## config.mk

```make
export PLATFORM = sky130hd
export DESIGN_NAME = seg_ram_loader
export DESIGN_NICKNAME = d
export VERILOG_FILES = /design/src/rtl/seg_ram_pkg.sv /design/src/rtl/seg_ram_select.sv /design/src/rtl/seg_ram_bank.sv /design/src/rtl/seg_ram_shifter.sv /design/src/rtl/seg_ram_addr_ctl.sv /design/src/rtl/seg_ram_loader.sv
export SDC_FILE = /design/constraint.sdc
export NUM_CORES = 1
export LEC_CHECK = 0
export ABC_CLOCK_PERIOD_IN_PS = 7500
export CAP_MARGIN = 40
export CORE_ASPECT_RATIO = 1.4
export CORE_UTILIZATION = 40
export CTS_BUF_LIST = sky130_fd_sc_hd__clkbuf_8
export DETAILED_ROUTE_END_ITERATION = 6
export GPL_TIMING_DRIVEN = 0
export SKIP_CTS_REPAIR_TIMING = 1
export SLEW_MARGIN = 20
export SYNTH_ARGS = -nofsm -noshare
export SYNTH_HDL_FRONTEND = slang
export SYNTH_SLANG_ARGS = --single-unit
```

## constraint.sdc

```tcl
create_clock -name clk -period 7.5 [get_ports clk]
set_input_delay 1.125 -clock clk [delete_from_list [all_inputs] [get_ports clk]]
set_output_delay 1.125 -clock clk [all_outputs]
set_load 0.05 [all_outputs]
```

## src/rtl/seg_ram_pkg.sv

```systemverilog
package seg_ram_pkg;
  localparam int unsigned SR_ADDR_W   = 10;
  localparam int unsigned SR_DATA_W   = 32;
  localparam int unsigned SR_NUM_SEGS = 2;
  localparam int unsigned SR_SEG_W    = (SR_NUM_SEGS > 1) ? $clog2(SR_NUM_SEGS) : 1;

  typedef enum logic {
    XFER_WRITE = 1'b0,
    XFER_READ  = 1'b1
  } xfer_dir_e;
endpackage

```

## src/rtl/seg_ram_select.sv

```systemverilog
module seg_ram_select (
  input  logic clk,
  input  logic rst_n,
  input  logic seg_sel_i,
  output logic active_o
);
  logic [2:0] sync_q, sync_d;
  logic       act_d;
  logic       sel_rise, sel_fall;

  assign sel_rise = sync_q[1] & ~sync_q[2];
  assign sel_fall = ~sync_q[1] & sync_q[2];

  always_comb begin
    sync_d = {sync_q[1:0], seg_sel_i};
    act_d  = active_o;
    if (sel_rise) begin
      act_d = 1'b1;
    end else if (sel_fall) begin
      act_d = 1'b0;
    end
  end

  always_ff @(posedge clk or negedge rst_n) begin
    if (!rst_n) begin
      sync_q   <= '0;
      active_o <= 1'b0;
    end else begin
      sync_q   <= sync_d;
      active_o <= act_d;
    end
  end
endmodule

```

## src/rtl/seg_ram_bank.sv

```systemverilog
module seg_ram_bank #(
  parameter int unsigned ADDR_W   = seg_ram_pkg::SR_ADDR_W,
  parameter int unsigned NUM_SEGS = seg_ram_pkg::SR_NUM_SEGS,
  localparam int unsigned SEG_W   = (NUM_SEGS > 1) ? $clog2(NUM_SEGS) : 1
) (
  input  logic              clk,
  input  logic              rst_n,
  input  logic              cfg_we_i,
  input  logic [SEG_W-1:0]  cfg_seg_i,
  input  logic [ADDR_W-1:0] cfg_start_i,
  input  logic [ADDR_W-1:0] cfg_end_i,
  input  logic [SEG_W-1:0]  sel_i,
  output logic [ADDR_W-1:0] start_o,
  output logic [ADDR_W-1:0] end_o
);
  logic [ADDR_W-1:0] start_q [NUM_SEGS];
  logic [ADDR_W-1:0] end_q   [NUM_SEGS];

  for (genvar g = 0; g < NUM_SEGS; g++) begin : g_seg
    logic wr_en;
    assign wr_en = cfg_we_i && (cfg_seg_i == SEG_W'(g));

    always_ff @(posedge clk or negedge rst_n) begin
      if (!rst_n) begin
        start_q[g] <= '0;
        end_q[g]   <= '0;
      end else if (wr_en) begin
        start_q[g] <= cfg_start_i;
        end_q[g]   <= cfg_end_i;
      end
    end
  end

  assign start_o = start_q[sel_i];
  assign end_o   = end_q[sel_i];
endmodule

```

## src/rtl/seg_ram_shifter.sv

```systemverilog
module seg_ram_shifter #(
  parameter int unsigned DATA_W = seg_ram_pkg::SR_DATA_W,
  localparam int unsigned CNT_W = $clog2(DATA_W)
) (
  input  logic              clk,
  input  logic              rst_n,
  input  logic              en_i,
  input  logic              clr_i,
  input  logic              rise_i,
  input  logic              fall_i,
  input  logic              sdi_i,
  input  logic              load_i,
  input  logic [DATA_W-1:0] load_data_i,
  output logic              word_evt_o,
  output logic [DATA_W-1:0] word_data_o,
  output logic              sdo_o
);
  logic [CNT_W-1:0]  cnt_q, cnt_d;
  logic [DATA_W-2:0] sin_q, sin_d;
  logic [DATA_W-1:0] sout_q, sout_d;
  logic              skip_q, skip_d;

  assign word_data_o = {sin_q, sdi_i};
  assign word_evt_o  = en_i && rise_i && (cnt_q == CNT_W'(DATA_W - 1));
  assign sdo_o       = sout_q[DATA_W-1];

  always_comb begin
    cnt_d  = cnt_q;
    sin_d  = sin_q;
    sout_d = sout_q;
    skip_d = skip_q;
    if (clr_i) begin
      cnt_d  = '0;
      skip_d = 1'b0;
    end else if (en_i) begin
      if (rise_i) begin
        sin_d = word_data_o[DATA_W-2:0];
        cnt_d = cnt_q + 1'b1;
        if (word_evt_o) begin
          skip_d = 1'b1;
        end
      end
      if (fall_i) begin
        skip_d = 1'b0;
        if (!skip_q) begin
          sout_d = {sout_q[DATA_W-2:0], 1'b0};
        end
      end
    end
    if (load_i) begin
      sout_d = load_data_i;
    end
  end

  always_ff @(posedge clk or negedge rst_n) begin
    if (!rst_n) begin
      cnt_q  <= '0;
      sin_q  <= '0;
      sout_q <= '0;
      skip_q <= 1'b0;
    end else begin
      cnt_q  <= cnt_d;
      sin_q  <= sin_d;
      sout_q <= sout_d;
      skip_q <= skip_d;
    end
  end
endmodule

```

## src/rtl/seg_ram_addr_ctl.sv

```systemverilog
module seg_ram_addr_ctl #(
  parameter int unsigned ADDR_W = seg_ram_pkg::SR_ADDR_W,
  parameter int unsigned DATA_W = seg_ram_pkg::SR_DATA_W
) (
  input  logic                  clk,
  input  logic                  rst_n,
  input  logic                  en_i,
  input  logic                  start_evt_i,
  input  logic                  srst_i,
  input  seg_ram_pkg::xfer_dir_e dir_i,
  input  logic [ADDR_W-1:0]     seg_start_i,
  input  logic [ADDR_W-1:0]     seg_end_i,
  input  logic                  word_evt_i,
  input  logic [DATA_W-1:0]     word_data_i,
  output logic [ADDR_W-1:0]     addr_o,
  output logic                  we_o,
  output logic [DATA_W-1:0]     wdata_o,
  output logic                  re_o,
  output logic                  load_o,
  output logic                  done_o
);
  import seg_ram_pkg::*;

  logic [ADDR_W-1:0] addr_d;
  logic [DATA_W-1:0] wdata_d;
  logic              we_d, re_d, load_d, done_d;
  logic              adv_q, adv_d;
  logic              is_read, at_end, step;

  assign is_read = (dir_i == XFER_READ);
  assign at_end  = (addr_o == seg_end_i);
  assign step    = we_o | adv_q;

  always_comb begin
    addr_d  = addr_o;
    done_d  = done_o;
    wdata_d = wdata_o;
    we_d    = 1'b0;
    adv_d   = 1'b0;
    re_d    = 1'b0;
    load_d  = re_o;
    if (!en_i) begin
      addr_d = seg_start_i;
      done_d = 1'b0;
      load_d = 1'b0;
    end else if (srst_i) begin
      addr_d = seg_start_i;
      done_d = 1'b0;
      re_d   = is_read;
      load_d = 1'b0;
    end else begin
      if (start_evt_i) begin
        re_d = is_read;
      end
      if (word_evt_i && !done_o) begin
        if (is_read) begin
          adv_d = 1'b1;
        end else begin
          we_d    = 1'b1;
          wdata_d = word_data_i;
        end
      end
      if (step) begin
        if (at_end) begin
          done_d = 1'b1;
        end else begin
          addr_d = addr_o + 1'b1;
          re_d   = adv_q;
        end
      end
    end
  end

  always_ff @(posedge clk or negedge rst_n) begin
    if (!rst_n) begin
      addr_o  <= '0;
      done_o  <= 1'b0;
      wdata_o <= '0;
      we_o    <= 1'b0;
      adv_q   <= 1'b0;
      re_o    <= 1'b0;
      load_o  <= 1'b0;
    end else begin
      addr_o  <= addr_d;
      done_o  <= done_d;
      wdata_o <= wdata_d;
      we_o    <= we_d;
      adv_q   <= adv_d;
      re_o    <= re_d;
      load_o  <= load_d;
    end
  end
endmodule

```

## src/rtl/seg_ram_loader.sv

```systemverilog
module seg_ram_loader #(
  parameter int unsigned ADDR_W = seg_ram_pkg::SR_ADDR_W,
  parameter int unsigned DATA_W = seg_ram_pkg::SR_DATA_W
) (
  input  logic              clk,
  input  logic              rst_n,
  input  logic              cfg_we,
  input  logic              cfg_seg,
  input  logic [ADDR_W-1:0] cfg_start,
  input  logic [ADDR_W-1:0] cfg_end,
  input  logic              seg_sel,
  input  logic              sclk,
  input  logic              csn,
  input  logic              sdi,
  output logic              sdo,
  input  logic              srst,
  input  logic              rd_mode,
  output logic [ADDR_W-1:0] ram_addr,
  output logic              ram_we,
  output logic [DATA_W-1:0] ram_wdata,
  output logic              ram_re,
  input  logic [DATA_W-1:0] ram_rdata,
  output logic              done
);
  import seg_ram_pkg::*;

  localparam int unsigned SEG_W = 1;

  logic [1:0]        rst_sync_q;
  logic              rst_int_n;
  logic              sclk_q, cs_q;
  logic              cs_act, cs_start, sclk_rise, sclk_fall;
  logic              seg_active;
  logic [ADDR_W-1:0] seg_start, seg_end;
  logic              word_evt, load, sh_sdo, sh_clr;
  logic [DATA_W-1:0] word_data;
  xfer_dir_e         dir;

  // reset asserts asynchronously, releases on a clock edge
  always_ff @(posedge clk or negedge rst_n) begin
    if (!rst_n) begin
      rst_sync_q <= '0;
    end else begin
      rst_sync_q <= {rst_sync_q[0], 1'b1};
    end
  end
  assign rst_int_n = rst_sync_q[1];

  always_ff @(posedge clk or negedge rst_int_n) begin
    if (!rst_int_n) begin
      sclk_q <= 1'b0;
      cs_q   <= 1'b0;
    end else begin
      sclk_q <= sclk;
      cs_q   <= cs_act;
    end
  end

  assign cs_act    = ~csn;
  assign cs_start  = cs_act & ~cs_q;
  assign sclk_rise = sclk & ~sclk_q;
  assign sclk_fall = ~sclk & sclk_q;
  assign sh_clr    = ~cs_act | srst;
  assign dir       = rd_mode ? XFER_READ : XFER_WRITE;

  seg_ram_select i_select (
    .clk       (clk),
    .rst_n     (rst_int_n),
    .seg_sel_i (seg_sel),
    .active_o  (seg_active)
  );

  seg_ram_bank #(
    .ADDR_W   (ADDR_W),
    .NUM_SEGS (SR_NUM_SEGS)
  ) i_bank (
    .clk         (clk),
    .rst_n       (rst_int_n),
    .cfg_we_i    (cfg_we),
    .cfg_seg_i   (SEG_W'(cfg_seg)),
    .cfg_start_i (cfg_start),
    .cfg_end_i   (cfg_end),
    .sel_i       (SEG_W'(seg_active)),
    .start_o     (seg_start),
    .end_o       (seg_end)
  );

  seg_ram_shifter #(
    .DATA_W (DATA_W)
  ) i_shifter (
    .clk         (clk),
    .rst_n       (rst_int_n),
    .en_i        (cs_act),
    .clr_i       (sh_clr),
    .rise_i      (sclk_rise),
    .fall_i      (sclk_fall),
    .sdi_i       (sdi),
    .load_i      (load),
    .load_data_i (ram_rdata),
    .word_evt_o  (word_evt),
    .word_data_o (word_data),
    .sdo_o       (sh_sdo)
  );

  seg_ram_addr_ctl #(
    .ADDR_W (ADDR_W),
    .DATA_W (DATA_W)
  ) i_addr_ctl (
    .clk         (clk),
    .rst_n       (rst_int_n),
    .en_i        (cs_act),
    .start_evt_i (cs_start),
    .srst_i      (srst),
    .dir_i       (dir),
    .seg_start_i (seg_start),
    .seg_end_i   (seg_end),
    .word_evt_i  (word_evt),
    .word_data_i (word_data),
    .addr_o      (ram_addr),
    .we_o        (ram_we),
    .wdata_o     (ram_wdata),
    .re_o        (ram_re),
    .load_o      (load),
    .done_o      (done)
  );

  assign sdo = sh_sdo & ~done;
endmodule

```

* Word level (Yosys, flattened, before mapping)
Cells that the tools add are included.
Widths: inputs -> output; s select.
** Word-level totals
- Logic and storage cells :: 115
- Output and inout port bits :: 46
- Flip-flop bits (word level) :: 164
** Cells by class
- Bitwise operators :: 20
- Magnitude comparators :: 1
- Reductions and logical operators :: 20
- Equality and inequality tests :: 7
- Mux-type cells :: 45
- $add $sub $neg :: 2
** Operator list (number)
- $mux 32 :: 5
- $mux 10 :: 10
- $mux 1 :: 27
- $mux 5 :: 3
- $reduce_bool 3->1 :: 4
- $not 1->1 :: 11
- $add 10x1->10 const B :: 1
- $eq 10x10->1 :: 1
- $reduce_and 4->1 :: 2
- $and 1x1->1 :: 6
- $reduce_and 2->1 :: 3
- $reduce_and 3->1 :: 2
- $reduce_bool 2->1 :: 3
- $add 5x1->5 const B :: 1
- $eq 5x5->1 const B :: 1
- $logic_and 1x1->1 :: 5
- $ne 2x1->1 const B :: 2
- $ne 2x2->1 const B :: 2
- $ne 3x3->1 const B :: 1
- $ge 2x2->1 const B :: 1
- $not 1->2 :: 1
- $or 1x1->1 :: 2
- $logic_not 1->1 :: 1

* Longest topological paths before layout
- Word-level depth :: 9
- Gate-level depth with buffers :: 9

* Cells and area by module
Synthesis repeated with hierarchy kept, for this count alone.
** Second synthesis, totals
- Cells, all modules :: 529
- Area, all modules :: 7290.7 sq um
** By module, submodules not included
- seg_ram_shifter :: area each 3088.0 sq um, seq. area each 1726.7 sq um, instances 1, cells an instance 236
- seg_ram_addr_ctl :: area each 2099.5 sq um, seq. area each 1176.1 sq um, instances 1, cells an instance 167
- seg_ram_bank :: area each 1835.5 sq um, seq. area each 1001.0 sq um, instances 1, cells an instance 108
- seg_ram_loader :: area each 136.4 sq um, seq. area each 100.1 sq um, instances 1, cells an instance 11
- seg_ram_select :: area each 131.4 sq um, seq. area each 100.1 sq um, instances 1, cells an instance 7

* Worst setup path after synthesis
Ideal clock, no wire load.
- Kind :: input-to-reg
- Start point :: in srst
- End point :: reg i_addr_ctl.wdata_o[0]
- Buffers on the path :: 2
- Path slack :: 4.722 ns
- Arrival time :: 2.653 ns
- Cell stages on the path :: 5
- Cell sequence :: or2_2 > clkbuf_1 > nor4_2 > buf_2 > mux2_2
** Between the ends
- Cells in the longest elaborated chain, start to end :: 2
** Ends and longest elaborated chain
- from (decl) :: RTL line seg_ram_loader.sv:16 : input logic srst,
- $not 1->1 (no line)
- $reduce_and 4->1 (no line)
- to (signal assigned) :: RTL line seg_ram_addr_ctl.sv:86 : wdata_o <= wdata_d;
- to (decl) :: RTL line seg_ram_addr_ctl.sv:17 : output logic [DATA_W-1:0] wdata_o,
Every way passes these cells.
A chain may end at the register's enable or synchronous reset.

* Worst setup path in the final report
- Start point :: in sclk
- End point :: reg i_shifter.sin_q[10]
** Between the ends
- Cells in the longest elaborated chain, start to end :: 2
** Ends and longest elaborated chain
- from (decl) :: RTL line seg_ram_loader.sv:12 : input logic sclk,
- $and 1x1->1 :: RTL line seg_ram_loader.sv:61 : assign sclk_rise = sclk & ~sclk_q;
- $reduce_and 3->1 (no line)
- to (signal assigned) :: RTL line seg_ram_shifter.sv:63 : sin_q <= sin_d;
- to (decl) :: RTL line seg_ram_shifter.sv:19 : logic [DATA_W-2:0] sin_q, sin_d;
Every way passes these cells.

==> results.sh <==
export IMPL_status="finished clean"
export IMPL_synth_simple_area_share_pct=6.909
export IMPL_finalHoldViolCount=0
export IMPL_r2r_start="sclk_q"
export IMPL_internal_power_uw=1479
export IMPL_die_x_um=113.9
export IMPL_vdd_drop_max_mv=0.09894
export IMPL_rrSetupSlack_ps=5200
export IMPL_switchingPower_uw=591.5
export IMPL_crit_type="in -> reg"
export IMPL_synth_xor_area_share_pct=2.000
export IMPL_power_per_cell_area_mw_per_mm2=234.6
export IMPL_layout_nets=727
export IMPL_synth_avg_cell_area_um2=13.22
export IMPL_swShare_pct=28.56
export IMPL_grt_overflow=0
export IMPL_tightest_slew_ps=696.1
export IMPL_die_h_um=158.6
export IMPL_clock_sinks=164
export IMPL_cts_htree_levels=4
export IMPL_nFillCells=1545
export IMPL_synthArstFlopShare_pct=100.0
export IMPL_grt_max_degree=59
export IMPL_routedWlPerCell_um=15.90
export IMPL_ys_ff_latch=164
export IMPL_vias=4472
export IMPL_wl_met2_mm=7.314
export IMPL_crit_required_ps=7840
export IMPL_crit_slowest_cell="clkdlybuf4s50_1"
export IMPL_cts_clk_slew_worst_paths_ps=90
export IMPL_rsz0062_at_grt="false"
export IMPL_p_seq_share_pct=51.9
export IMPL_slowest_delay_ps=500
export IMPL_synth_top_cell_area_share_pct=58.56
export IMPL_cts_root_buffer="clkbuf_8"
export IMPL_drive_above_1_share_pct=23.51
export IMPL_ys_seq_area_share_pct=58.56
export IMPL_synth_main_ff_cell="dfrtp_1"
export IMPL_area_growth_pct=25.98
export IMPL_yosys_top_cells_count="dfrtp_1, mux2_2, mux2i_1, nand2_1, o21ai_0"
export IMPL_utilization_pct=52.07
export IMPL_post_dp_hpwl_mm=10.19
export IMPL_synthMuxAreaShare_pct=23.71
export IMPL_stdcell_count=904
export IMPL_drt_total_wl_mm=14.37
export IMPL_dp_cells=871
export IMPL_mappedNetlistArea_mm2=0.007008
export IMPL_portBuffers=107
export IMPL_synth_edf_count=0
export IMPL_gp_congestion=0.8370
export IMPL_critPathLaunch="sclk"
export IMPL_arrival_ps=3410
export IMPL_grt_pass1_wl_mm=24.14
export IMPL_ctsLongestPathBuffers=2
export IMPL_cp_cell_sequence="clkdlybuf4s50_1, ha_1, clkbuf_1, and2_1, clkbuf_1, buf_1, mux2_2"
export IMPL_wl_met3_um=771
export IMPL_max_cap_violations=0
export IMPL_grt_total_usage_pct=17.33
export IMPL_antennaDiodeCount=0
export IMPL_yosysMostFrequentCell="dfrtp_1"
export IMPL_clock_skew_ps=17.91
export IMPL_finalSetupViolCount=0
export IMPL_synth_area_leaders="dfrtp_1, mux2_2, mux2i_1"
export IMPL_num_rows=56
export IMPL_final_antenna_net_count=0
export IMPL_synth_top_area_cell="dfrtp_1"
export IMPL_antenna_found_initial=0
export IMPL_synth_compound_gate_area_share_pct=5.338
export IMPL_synth_fa_ha_area_share_pct=1.071
export IMPL_synth_cell_types=42
export IMPL_highest_layer="met4"
export IMPL_initial_utilization_pct=41.33
export IMPL_endpoint_kind="flip-flop"
export IMPL_core_area_mm2=0.01696
export IMPL_hold_path_class="reg -> reg"
export IMPL_cp_start_kind="input pin"
export IMPL_power_uw=2071
export IMPL_wl_met1_mm=6.069
export IMPL_fp_dieArea_mm2=0.01806
export IMPL_power_frac_clock_pct=30.9
export IMPL_p_leak_uw=0.003781
export IMPL_period_needed_ps=3068
export IMPL_route_detailed_drc=0
export IMPL_crit_path_frequent_cell="clkbuf_1"
export IMPL_drtIter0Drc=122
export IMPL_grt_pass1_vias=4862
export IMPL_clock_fmax_mhz=325.9
export IMPL_tns_ps=0
export IMPL_first_pass_iters=4
export IMPL_r2r_cells=7
export IMPL_endpoint="i_shifter.sin_q[10]"
export IMPL_syn_inst=530
export IMPL_viasPerCell=4.947
export IMPL_slew_headroom_pct=53.59
export IMPL_min_period_over_period_pct=40.91
export IMPL_clk_insertion_delay_late_ps=460
export IMPL_drv_slew=0
export IMPL_cts_buffers_inserted=17
export IMPL_syn_nets=598
export IMPL_r2r_end="i_shifter.sin_q[10]"
export IMPL_cts_tree="done"
export IMPL_comb_power_share_pct=17.2
export IMPL_yosysWarnings=0
export IMPL_crit_path_max_fanout=10
export IMPL_pin_count=108
export IMPL_synth_top_family_by_area="multiplexers"
-- critical path: cells and delay by family --
kind                     cells  cell delay [ps]
AND/OR/NAND/NOR              1              230
multiplexers                 1              400
buffers and inverters        4             1500
adder cells (fa/ha/maj)      1              150
-- metal layers --
metal	vias to the layer above	global-route usage, %
met5	-	0
li1	2129	-
met4	0	6.432
met1	2244	20.26
met2	83	29.88
met3	16	5.405
-- flip-flops by register name (all words and copies together), names as in the netlist --
register,flops
i_addr_ctl.re_o,1
i_addr_ctl.adv_q,1
i_addr_ctl.done_o,1
i_addr_ctl.load_o,1
i_addr_ctl.we_o,1
i_shifter.sout_q,32
i_shifter.cnt_q,5
i_bank.start_q,20
i_select.active_o,1
cs_q,1
i_addr_ctl.wdata_o,32
i_shifter.sin_q,31
i_bank.end_q,20
i_shifter.skip_q,1
i_addr_ctl.addr_o,10
i_select.sync_q,3
rst_sync_q,2
sclk_q,1
-- power by group through the flow --
stage                     clock network [uW]  registers [uW]  logic [uW]
after floorplan                            0            1120         204
after global placement                     0            1100         337
after detailed placement                   0            1090         361
after CTS                                662            1080         363
after global routing                     699            1090         395
final                                    640            1070         357
-- cell type report --
class | instances | area, um2 | share of cell area, %
sequential | 164 | 4108 | 46.53
multi-input combinational | 329 | 2739 | 31.02
timing repair buffer | 110 | 1134 | 12.84
tap | 232 | 290.3 | 3.288
clock buffer | 19 | 261.5 | 2.962
buffer | 30 | 138.9 | 1.573
clock inverter | 13 | 131.4 | 1.488
inverter | 7 | 26.28 | 0.2976
-- worst min-delay path by stage --
stage / to / cells after the start / startpoint
global route: i_select.sync_q[1] / 0 / i_select.sync_q[0]
detailed placement: i_select.sync_q[1] / 0 / i_select.sync_q[0]
global placement: rst_sync_q[1] / 0 / rst_sync_q[0]
CTS: i_select.sync_q[1] / 0 / i_select.sync_q[0]
floorplan: i_select.sync_q[1] / 0 / i_select.sync_q[0]
finish: i_select.sync_q[1] / 0 / i_select.sync_q[0]
-- per-stage QoR --
step                      hold WS (ps)  worst slack [ps]  cell area [um2]
after floorplan                  331.2              2592             7008
after global placement           335.8             839.6             8369
after detailed placement         341.2              3583             8428
after CTS                        357.6              4074             8821
after global routing             360.5              4288             8828
final                            356.6              4432             8828
-- kinds of logic after synthesis --
| logic type | count (synthesis) |
|---|---|
| buf+inv | 37 |
| fa+ha+maj | 6 |
| other cells | 1 |
| compound gates | 59 |
| flops | 164 |
| xor+xnor | 16 |
| mux | 153 |
| simple gates | 94 |
-- placed cells by master, fill, tap and decap left out, types with 7 or more instances in the layout --
cell,count
dfrtp_1,163
clkdlybuf4s50_1,107
mux2_2,104
mux2i_1,49
nand2_1,43
o21ai_0,32
clkbuf_8,19
nor2_1,16
clkbuf_1,15
xnor2_1,14
inv_1,9
nor3_1,9
a211oi_1,7
(Power assumes the default switching activity.)
